===== src/rtl/cbm_pkg.sv =====
package cbm_pkg;

  // Outcome of the list selection for one request
  typedef enum logic [1:0] {
    ALLOC_NONE   = 2'd0,
    ALLOC_PRIV   = 2'd1,
    ALLOC_SHARED = 2'd2,
    ALLOC_REJECT = 2'd3
  } alloc_src_e;

endpackage


===== src/rtl/cbm_free_fifo.sv =====
// Free-address list: circular buffer with simultaneous push and pop.
module cbm_free_fifo #(
  parameter int DEPTH  = 8,
  parameter int ADDR_W = 6,
  parameter int CNT_W  = 5,
  localparam int PTR_W = $clog2(DEPTH)
) (
  input  logic              clk,
  input  logic              rst_n,
  input  logic              push,
  input  logic [ADDR_W-1:0] push_addr,
  input  logic              pop,
  output logic [ADDR_W-1:0] head,
  output logic [CNT_W-1:0]  count
);

  logic [ADDR_W-1:0] mem [DEPTH];
  logic [PTR_W-1:0]  rd_q, rd_d, wr_q, wr_d;
  logic [CNT_W-1:0]  cnt_q, cnt_d;

  function automatic logic [PTR_W-1:0] ptr_inc(input logic [PTR_W-1:0] p);
    return (p == PTR_W'(DEPTH - 1)) ? '0 : p + PTR_W'(1);
  endfunction

  always_comb begin
    rd_d  = pop  ? ptr_inc(rd_q) : rd_q;
    wr_d  = push ? ptr_inc(wr_q) : wr_q;
    cnt_d = cnt_q + CNT_W'(push) - CNT_W'(pop);
  end

  always_ff @(posedge clk or negedge rst_n) begin
    if (!rst_n) begin
      rd_q  <= '0;
      wr_q  <= '0;
      cnt_q <= '0;
    end else begin
      rd_q  <= rd_d;
      wr_q  <= wr_d;
      cnt_q <= cnt_d;
    end
  end

  // Storage is not reset; the fill sequence writes every slot.
  always_ff @(posedge clk) begin
    if (push) begin
      mem[wr_q] <= push_addr;
    end
  end

  assign head  = mem[rd_q];
  assign count = cnt_q;

endmodule


===== src/rtl/cbm_init_seq.sv =====
// Fill sequencer: steps an index once per cycle after reset, then signals done.
module cbm_init_seq #(
  parameter int STEPS = 16,
  localparam int IDX_W = $clog2(STEPS)
) (
  input  logic             clk,
  input  logic             rst_n,
  output logic             done,
  output logic [IDX_W-1:0] idx
);

  logic             done_q, done_d;
  logic [IDX_W-1:0] idx_q, idx_d;
  logic             last;

  always_comb begin
    last   = (idx_q == IDX_W'(STEPS - 1));
    done_d = done_q | last;
    idx_d  = (!done_q && !last) ? idx_q + IDX_W'(1) : idx_q;
  end

  always_ff @(posedge clk or negedge rst_n) begin
    if (!rst_n) begin
      done_q <= 1'b0;
      idx_q  <= '0;
    end else begin
      done_q <= done_d;
      idx_q  <= idx_d;
    end
  end

  assign done = done_q;
  assign idx  = idx_q;

endmodule


===== src/rtl/cbm_addr_mgr.sv =====
// Free-address manager: per-port reserved lists with a common fallback list.
module cbm_addr_mgr
  import cbm_pkg::*;
#(
  parameter int NUM_PORTS    = 4,
  parameter int PRIV_DEPTH   = 8,
  parameter int SHARED_DEPTH = 16,
  localparam int TOTAL     = NUM_PORTS * PRIV_DEPTH + SHARED_DEPTH,
  localparam int ADDR_W    = $clog2(TOTAL),
  localparam int PORT_W    = (NUM_PORTS > 1) ? $clog2(NUM_PORTS) : 1,
  localparam int MAX_DEPTH = (PRIV_DEPTH > SHARED_DEPTH) ? PRIV_DEPTH : SHARED_DEPTH,
  localparam int CNT_W     = $clog2(MAX_DEPTH + 1)
) (
  input  logic                       clk,
  input  logic                       rst_n,
  input  logic                       alloc_req,
  input  logic [PORT_W-1:0]          alloc_port,
  input  logic                       rel_valid,
  input  logic [ADDR_W-1:0]          rel_addr,
  output logic                       init_done,
  output logic                       alloc_gnt,
  output logic                       alloc_rej,
  output logic [ADDR_W-1:0]          alloc_addr,
  output logic                       alloc_shared,
  output logic [NUM_PORTS*CNT_W-1:0] priv_free_cnt,
  output logic [CNT_W-1:0]           shared_free_cnt
);

  localparam int SH_BASE = NUM_PORTS * PRIV_DEPTH;
  localparam int IDX_W   = $clog2(MAX_DEPTH);

  logic             init_busy;
  logic [IDX_W-1:0] init_idx;

  logic [NUM_PORTS-1:0] priv_push, priv_pop, priv_empty, rel_hit;
  logic [ADDR_W-1:0]    priv_push_addr [NUM_PORTS];
  logic [ADDR_W-1:0]    priv_head      [NUM_PORTS];
  logic [CNT_W-1:0]     priv_cnt       [NUM_PORTS];

  logic              sh_push, sh_pop, sh_empty;
  logic [ADDR_W-1:0] sh_push_addr, sh_head;
  logic [CNT_W-1:0]  sh_cnt;

  logic              rel_ok, port_ok, req_priv_empty;
  alloc_src_e        src_d;
  logic [ADDR_W-1:0] addr_d;

  logic              gnt_q, gnt_d, rej_q, rej_d, shared_q, shared_d, addr_en;
  logic [ADDR_W-1:0] addr_q;

  cbm_init_seq #(.STEPS(MAX_DEPTH)) u_init (
    .clk   (clk),
    .rst_n (rst_n),
    .done  (init_done),
    .idx   (init_idx)
  );

  assign init_busy = !init_done;
  assign rel_ok    = rel_valid && init_done;

  // One reserved list per output port
  for (genvar k = 0; k < NUM_PORTS; k++) begin : g_priv
    assign rel_hit[k] = (int'(rel_addr) >= k * PRIV_DEPTH) &&
                        (int'(rel_addr) < (k + 1) * PRIV_DEPTH);
    assign priv_push[k] = init_busy ? (int'(init_idx) < PRIV_DEPTH)
                                    : (rel_ok && rel_hit[k]);
    assign priv_push_addr[k] = init_busy ? ADDR_W'(k * PRIV_DEPTH + int'(init_idx))
                                         : rel_addr;
    assign priv_pop[k] = (src_d == ALLOC_PRIV) && (int'(alloc_port) == k);

    cbm_free_fifo #(
      .DEPTH  (PRIV_DEPTH),
      .ADDR_W (ADDR_W),
      .CNT_W  (CNT_W)
    ) u_fifo (
      .clk       (clk),
      .rst_n     (rst_n),
      .push      (priv_push[k]),
      .push_addr (priv_push_addr[k]),
      .pop       (priv_pop[k]),
      .head      (priv_head[k]),
      .count     (priv_cnt[k])
    );

    assign priv_empty[k] = (priv_cnt[k] == '0);
    assign priv_free_cnt[k*CNT_W +: CNT_W] = priv_cnt[k];
  end

  // Common list
  assign sh_push      = init_busy ? (int'(init_idx) < SHARED_DEPTH)
                                  : (rel_ok && !(|rel_hit));
  assign sh_push_addr = init_busy ? ADDR_W'(SH_BASE + int'(init_idx)) : rel_addr;
  assign sh_pop       = (src_d == ALLOC_SHARED);

  cbm_free_fifo #(
    .DEPTH  (SHARED_DEPTH),
    .ADDR_W (ADDR_W),
    .CNT_W  (CNT_W)
  ) u_shared (
    .clk       (clk),
    .rst_n     (rst_n),
    .push      (sh_push),
    .push_addr (sh_push_addr),
    .pop       (sh_pop),
    .head      (sh_head),
    .count     (sh_cnt)
  );

  assign sh_empty        = (sh_cnt == '0);
  assign shared_free_cnt = sh_cnt;

  // List selection for the current request (uses counts before this edge)
  always_comb begin
    port_ok        = int'(alloc_port) < NUM_PORTS;
    req_priv_empty = port_ok ? priv_empty[alloc_port] : 1'b1;
    if (!alloc_req)                src_d = ALLOC_NONE;
    else if (!init_done || !port_ok) src_d = ALLOC_REJECT;
    else if (!req_priv_empty)      src_d = ALLOC_PRIV;
    else if (!sh_empty)            src_d = ALLOC_SHARED;
    else                           src_d = ALLOC_REJECT;
    addr_d   = (src_d == ALLOC_PRIV && port_ok) ? priv_head[alloc_port] : sh_head;
    gnt_d    = (src_d == ALLOC_PRIV) || (src_d == ALLOC_SHARED);
    rej_d    = (src_d == ALLOC_REJECT);
    shared_d = (src_d == ALLOC_SHARED);
    addr_en  = gnt_d;
  end

  always_ff @(posedge clk or negedge rst_n) begin
    if (!rst_n) begin
      gnt_q    <= 1'b0;
      rej_q    <= 1'b0;
      shared_q <= 1'b0;
      addr_q   <= '0;
    end else begin
      gnt_q    <= gnt_d;
      rej_q    <= rej_d;
      shared_q <= shared_d;
      if (addr_en) begin
        addr_q <= addr_d;
      end
    end
  end

  assign alloc_gnt    = gnt_q;
  assign alloc_rej    = rej_q;
  assign alloc_shared = shared_q;
  assign alloc_addr   = addr_q;

endmodule


===== config.mk =====
export PLATFORM = sky130hd
export DESIGN_NAME = cbm_addr_mgr
export DESIGN_NICKNAME = d
export VERILOG_FILES = /design/src/rtl/cbm_pkg.sv /design/src/rtl/cbm_free_fifo.sv /design/src/rtl/cbm_init_seq.sv /design/src/rtl/cbm_addr_mgr.sv
export SDC_FILE = /design/constraint.sdc
export NUM_CORES = 1
export LEC_CHECK = 0
export BUFFER_PORTS_ARGS = -buffer_cell sky130_fd_sc_hd__buf_2
export CORE_MARGIN = 10
export CORE_UTILIZATION = 60
export CTS_CLUSTER_SIZE = 12
export DETAILED_ROUTE_END_ITERATION = 10
export PLACE_DENSITY = 0.79
export SETUP_SLACK_MARGIN = 0.3
export SLEW_MARGIN = 10
export SYNTH_ARGS = -nofsm -noshare
export SYNTH_HDL_FRONTEND = slang
export SYNTH_SLANG_ARGS = --single-unit

===== constraint.sdc =====
create_clock -name clk -period 4.61 [get_ports clk]
set_input_delay 0.2305 -clock clk [delete_from_list [all_inputs] [get_ports clk]]
set_output_delay 0.2305 -clock clk [all_outputs]
set_load 0.01 [all_outputs]

Yosys cells after proc, flatten, opt, wreduce, memory -nomap -nowiden
Memories as Yosys holds them, arrays and structs flattened. Index checks and enable logic that the tools add are counted. W data, S select, Z words.

Memory bits (writable): 288. Memories kept: 5. Bits of input ports: 12. Word-level logic and storage cells: 145. Bits in registers: 71. Output and inout port bits: 35.

Order comparisons: 10. Add/sub/neg operators: 25. Multiplexer cells: 40. Eq/ne operators: 17. Reduce and logical (&&, ||, !) cells: 25. Bitwise operators: 2.

Memories: u_shared.mem (depth 16, width 6, read ports 1, clocked after memory_dff 0, wr ports 1, line cbm_free_fifo.sv:17) `logic [ADDR_W-1:0] mem [DEPTH];`; g_priv[0].u_fifo.mem (depth 8, width 6, read ports 1, clocked after memory_dff 0, wr ports 1, line cbm_free_fifo.sv:17); g_priv[1].u_fifo.mem (depth 8, width 6, read ports 1, clocked after memory_dff 0, wr ports 1, line cbm_free_fifo.sv:17); g_priv[2].u_fifo.mem (depth 8, width 6, read ports 1, clocked after memory_dff 0, wr ports 1, line cbm_free_fifo.sv:17); g_priv[3].u_fifo.mem (depth 8, width 6, read ports 1, clocked after memory_dff 0, wr ports 1, line cbm_free_fifo.sv:17).

Operators with widths (number): $mux W6 (8); $add A5 B1 Y5 (5); $logic_not A5 Y1 (5); $sub A5 B1 Y5 (5); $add A3 B1 Y3 const B (8); $eq A3 B3 Y1 const B (8); $mux W3 (8); $mux W1 (17); $logic_and A1 B1 Y1 (14); $add A4 B1 Y4 const B (3); $add A5 B4 Y6 const A (2); $bmux W6 S2 (1); $eq A4 B4 Y1 const B (3); $ge A6 B5 Y1 const B (2); $lt A6 B5 Y1 const B (2); $eq A2 B2 Y1 const B (4); $mux W4 (2); $add A6 B4 Y6 const A (1); $ge A6 B4 Y1 const B (1); $lt A6 B4 Y1 const B (1); $lt A6 B6 Y1 const B (1); $mux W2 (3); $add A4 B4 Y5 const A (1); $eq A2 B1 Y1 const B (2); 10 further kinds (12).

Longest topological paths before layout
Word-level depth: 9. Gate-level depth with buffers: 19. Depth with buffers taken out: 19.

By module
Synthesis repeated with hierarchy kept, for this count alone.

Cell total of the unflattened synthesis: 893. Area, all modules: 15583.7 um^2.

Modules (own cells, without submodules): cbm_free_fifo at g_priv[1].u_fifo ... (seq. area each 1716.6 um^2, cells an instance 132, area each 2503.7 um^2, instances 3); cbm_free_fifo at u_shared (seq. area each 3208.1 um^2, cells an instance 243, area each 4494.3 um^2, instances 1); cbm_free_fifo at g_priv[0].u_fifo (seq. area each 1716.6 um^2, cells an instance 145, area each 2476.1 um^2, instances 1); cbm_addr_mgr (seq. area each 225.2 um^2, cells an instance 93, area each 865.8 um^2, instances 1); cbm_init_seq (seq. area each 125.1 um^2, cells an instance 16, area each 236.5 um^2, instances 1).

Least setup slack after synthesis
Ideal clock, no wire load.

Path type: reg-to-reg. Start: reg u_shared.cnt_q[3], in the netlist u_shared.count[3]. End: reg g_priv[0].u_fifo.cnt_q[4]. Period minus slack after synthesis: 3527 ps. Path buffers: 0. Data required time: 4485 ps. Setup slack: 1083 ps. Arrival: 3402 ps. Setup time: 125 ps. Stages on the path, launching flop included: 17. Cell sequence: dfrtp_1 inv_1 ha_1 or4b_2 a31oi_1 ha_1 nor3b_1 ha_1 inv_1 ha_1 inv_1 fa_1 inv_1 a21oi_1 nor2_1 nor2_1 xnor2_1.

Longest elaborated chain between the ends: 8.

Ends and longest elaborated chain: start: declaration (line cbm_free_fifo.sv:19) `logic [CNT_W-1:0] cnt_q, cnt_d;`; start signal: assignment (line cbm_free_fifo.sv:39) `cnt_q <= cnt_d;`; $logic_not A5 Y1 (line cbm_addr_mgr.sv:109) `assign sh_empty = (sh_cnt == '0);`; $mux W1 (line cbm_addr_mgr.sv:119) `else if (!sh_empty) src_d = ALLOC_SHARED;`; $mux W2 (line cbm_addr_mgr.sv:118) `else if (!req_priv_empty) src_d = ALLOC_PRIV;`; $mux W2 (line cbm_addr_mgr.sv:117) `else if (!init_done || !port_ok) src_d = ALLOC_REJECT;`; $mux W2 (line cbm_addr_mgr.sv:116) `if (!alloc_req) src_d = ALLOC_NONE;`; $eq A2 B1 Y1 (line cbm_addr_mgr.sv:69) `assign priv_pop[k] = (src_d == ALLOC_PRIV) && (int'(alloc_port) == k);`; $logic_and A1 B1 Y1 (line cbm_addr_mgr.sv:69); via g_priv[0].u_fifo.pop (line cbm_free_fifo.sv:12) `input logic pop,`; $sub A5 B1 Y5 (line cbm_free_fifo.sv:28) `cnt_d = cnt_q + CNT_W'(push) - CNT_W'(pop);`; via g_priv[0].u_fifo.cnt_d[4] (line cbm_free_fifo.sv:19); end signal: assignment (line cbm_free_fifo.sv:39); end: declaration (line cbm_free_fifo.sv:19).

The timed path passes the listed nets, and every way through them passes these cells. A chain may end at the register's enable or synchronous reset.

Worst setup path in the final report
Start: reg u_shared.cnt_q[2], in the netlist u_shared.count[2]. End: reg g_priv[0].u_fifo.cnt_q[4].

The elaborated chain is that of the path after synthesis.

==> out/metrics.cfg <==
[outcome]
status=completed

[sta]
fin_crit_ns=3.92
min_period_over_period_pct=85.1
rsz0062_at_grt=false
tns_ns=0
hold_viol_final=0
fmax_mhz=255
finalHoldWorstSlack_ns=0.297
drv_slew=0
worst_pin_slew_ns=1.13
setup_violations=0
relSlewSlack_pct=23.8
fin_worst_skew_ns=0.0147

[drt]
vias=8220
viasPerCell=6.13
wl_per_cell_microns=23.2
final_antenna_net_count=0
first_pass_iters=5
drc=0
drt_iter0_drc=1030
wirelength_microns=31100

[clock_tree]
root_buffer=clkbuf_16
cts_tree=built
cts_buffer_depth=3
cts-htree-levels=2
cts.clk_slew.worst_paths_ns=0.06
clk_latency_ns=0.52
cts.sinks=359
cts_made_buffers=37

[placed_design]
place.gp.congestion=0.806
portBuffers=46
dpl.cell_count=1272
dpl.hpwl_microns=20100
placed_area_sq_um=15800

[synthesis]
ys_warn_count=0
synth_top_family_by_area=multiplexers
synth_common_cells=edfxtp_1, dfrtp_1, mux4_2, nor2_1
synth-simple-area-share_pct=5.73
synth_async_sr_flop_share_pct=19.8
muxShareOfSynthArea_pct=13.1
syn_area_sq_um=15300
synthCells=922
synth_area_leader_cell=edfxtp_1
yosys-top-cells-area=edfxtp_1, dfrtp_1, mux4_2
synth_top_area_share_pct=56.6
synth_cell_types=51
synth_nets=994
postSynthAreaPerCell_sq_um=16.6
post_synth_fa_ha_maj_area_fraction_pct=5.16
synthXorXnorAreaFrac_pct=1.32
synth_most_common_cell=edfxtp_1
synth-seq-area-share_pct=68.2
synth_compound_area_share_pct=3.95
ys_ff_latch=359
ys.flop_type=edfxtp_1
synth_edf_count=288

[global_routing]
gr-total-overflow=0
antenna_found_initial=0
grt_max_degree=72
grt_pass1_wl_microns=49300
grt_pass1_vias=8384
track_usage_pct=19.4

[layout]
finalInstanceArea_sq_um=17000
n_antenna_cell=0
finish.net_count=1054
drive_gt1_share_pct=19.0
post-route-util_pct=67.6
instances_no_fill=1340
synthToLayoutAreaGrowth_pct=11.0

[floorplanning]
rows=58
initial_core_util_pct=60.9
die_area_sq_um=32200
coreArea_sq_um=25100
io_pins=47
die_h_microns=180
die_x_microns=180

[hold_path]
min_path_type=in2reg
min_from=alloc_req

[power]
power_density_nw_per_um2=580
ir_drop_mv=0.284
leakagePower_nw=6.15

[worst_setup_path]
path_max_fanout=6
cp-end-kind=register
worstPathRequired_ns=5.00
start_kind=register
reg2reg_from=u_shared.count[2]$_DFF_PN0_
startpoint=u_shared.count[2]$_DFF_PN0_
worstPathArrival_ns=4.32
critPathKind=reg2reg

[flow_run]
maxCapViolCount=0

-- critical path, cell delays in order, from the launching register on --
cell and delay, ns:
dfrtp_1 0.39, inv_1 0.09, ha_1 0.14, or4b_2 0.69, a31oi_1 0.29, ha_1 0.33, nor3b_1 0.53, ha_1 0.33
inv_1 0.05, ha_1 0.15, inv_1 0.05, fa_1 0.39, inv_1 0.07, a21oi_1 0.06, nor2_1 0.08, nor2_1 0.05
xnor2_1 0.11
-- layer usage --
layer / routed length, microns / global-route usage (%) / share of wire (%)
met1: 12700 / 26.5 / 41
met5: 0 / 0 / 0
met3: 2320 / 3.61 / 7.5
met2: 15600 / 31.7 / 50
met4: 468 / 4.66 / 1.5
-- flip-flops by register name (all words and copies together) (netlist names) --
name	cells
g_priv.u_fifo.mem	192
u_shared.mem	96
g_priv.u_fifo.count	20
g_priv.u_fifo.rd_q	12
g_priv.u_fifo.wr_q	12
alloc_addr	6
u_shared.count	5
u_init.idx	4
u_shared.rd_q	4
u_shared.wr_q	4
alloc_gnt	1
alloc_rej	1
alloc_shared	1
u_init.done	1
-- repair_timing --
action / 4_1_cts / 5_1_grt
buffers inserted: 0 / 0
hold buffers: 1 / 0
resized for setup: 0 / 0
hold endpoints to repair: 71 / 0
-- layout make-up --
class | count | area [sq um]
well taps | 330 | 413
multi-input cells | 474 | 4470
fillers | 1637 | 8140
inverters | 55 | 206
flip-flops and latches | 359 | 10400
repair buffers | 55 | 303
clock buffers | 61 | 1090
clock inverters | 6 | 56.3
-- power by group --
group	internal (mW)	switching, mW	total (mW)	leakage (nW)
Clock	1.67	1.14	2.81	0.554
Combinational	1.32	1.18	2.50	2.16
Sequential	3.85	0.680	4.53	3.43
-- layout by cell type, fill, tap and decap left out, drive strengths merged, types with 2 or more instances in the layout --
| cell type | instances |
|---|---|
| or2 | 4 |
| edfxtp | 288 |
| xnor2 | 14 |
| buf | 54 |
| fa | 5 |
| a21o | 8 |
| a211oi | 6 |
| and3 | 4 |
| o2111ai | 2 |
| a31oi | 6 |
| inv | 56 |
| o31ai | 4 |
| xor2 | 9 |
| nor4 | 4 |
| mux2 | 26 |
| nand3 | 10 |
| nand2b | 20 |
| o21ai | 21 |
| o221ai | 4 |
| a21oi | 18 |
| nor2b | 6 |
| nor3 | 20 |
| mux4 | 62 |
| o22ai | 12 |
| clkinv | 4 |
| nor2 | 58 |
| dfrtp | 71 |
| o211ai | 4 |
| clkbuf | 61 |
| o221a | 2 |
| ha | 55 |
| nand2 | 38 |
| nor4b | 3 |
| mux2i | 30 |
| nand3b | 8 |
-- worst paths after layout --
check                                                 endpoint  slack [ns]  cells after the start
max reg2reg                g_priv[0].u_fifo.count[4]$_DFF_PN0_        0.69                     16
max in group asynchronous         u_shared.rd_q[1]$_DFFE_PN0P_        3.50                      2
min                                        alloc_rej$_DFF_PN0_        0.30                      3
min reg2reg                          u_init.idx[0]$_DFFE_PN0P_        0.53                      1
min in group asynchronous                u_init.done$_DFF_PN0_        0.44                      2
max                        g_priv[0].u_fifo.count[4]$_DFF_PN0_        0.69                     16
-- metrics by stage --
stage                     total power [mW]  setup WS (ns)
after global placement                7.00          0.782
final                                 9.84          0.687
after detailed placement              7.08          0.684
after floorplan                       6.33           1.08
after global routing                  10.4          0.351
after CTS                             9.92          0.683
-- kinds of logic (layout without fill, tap and decap cells) --
logic type,after synthesis,after routing
xor gates and xnor gates,23,23
muxes,118,118
AOI/OAI and AO/OA,93,93
and+or+nand+nor,180,180
adders and majority gates,60,60
DFF,359,359
buffers and inverters,89,177
Note: power is estimated with default switching activity, not from simulation.
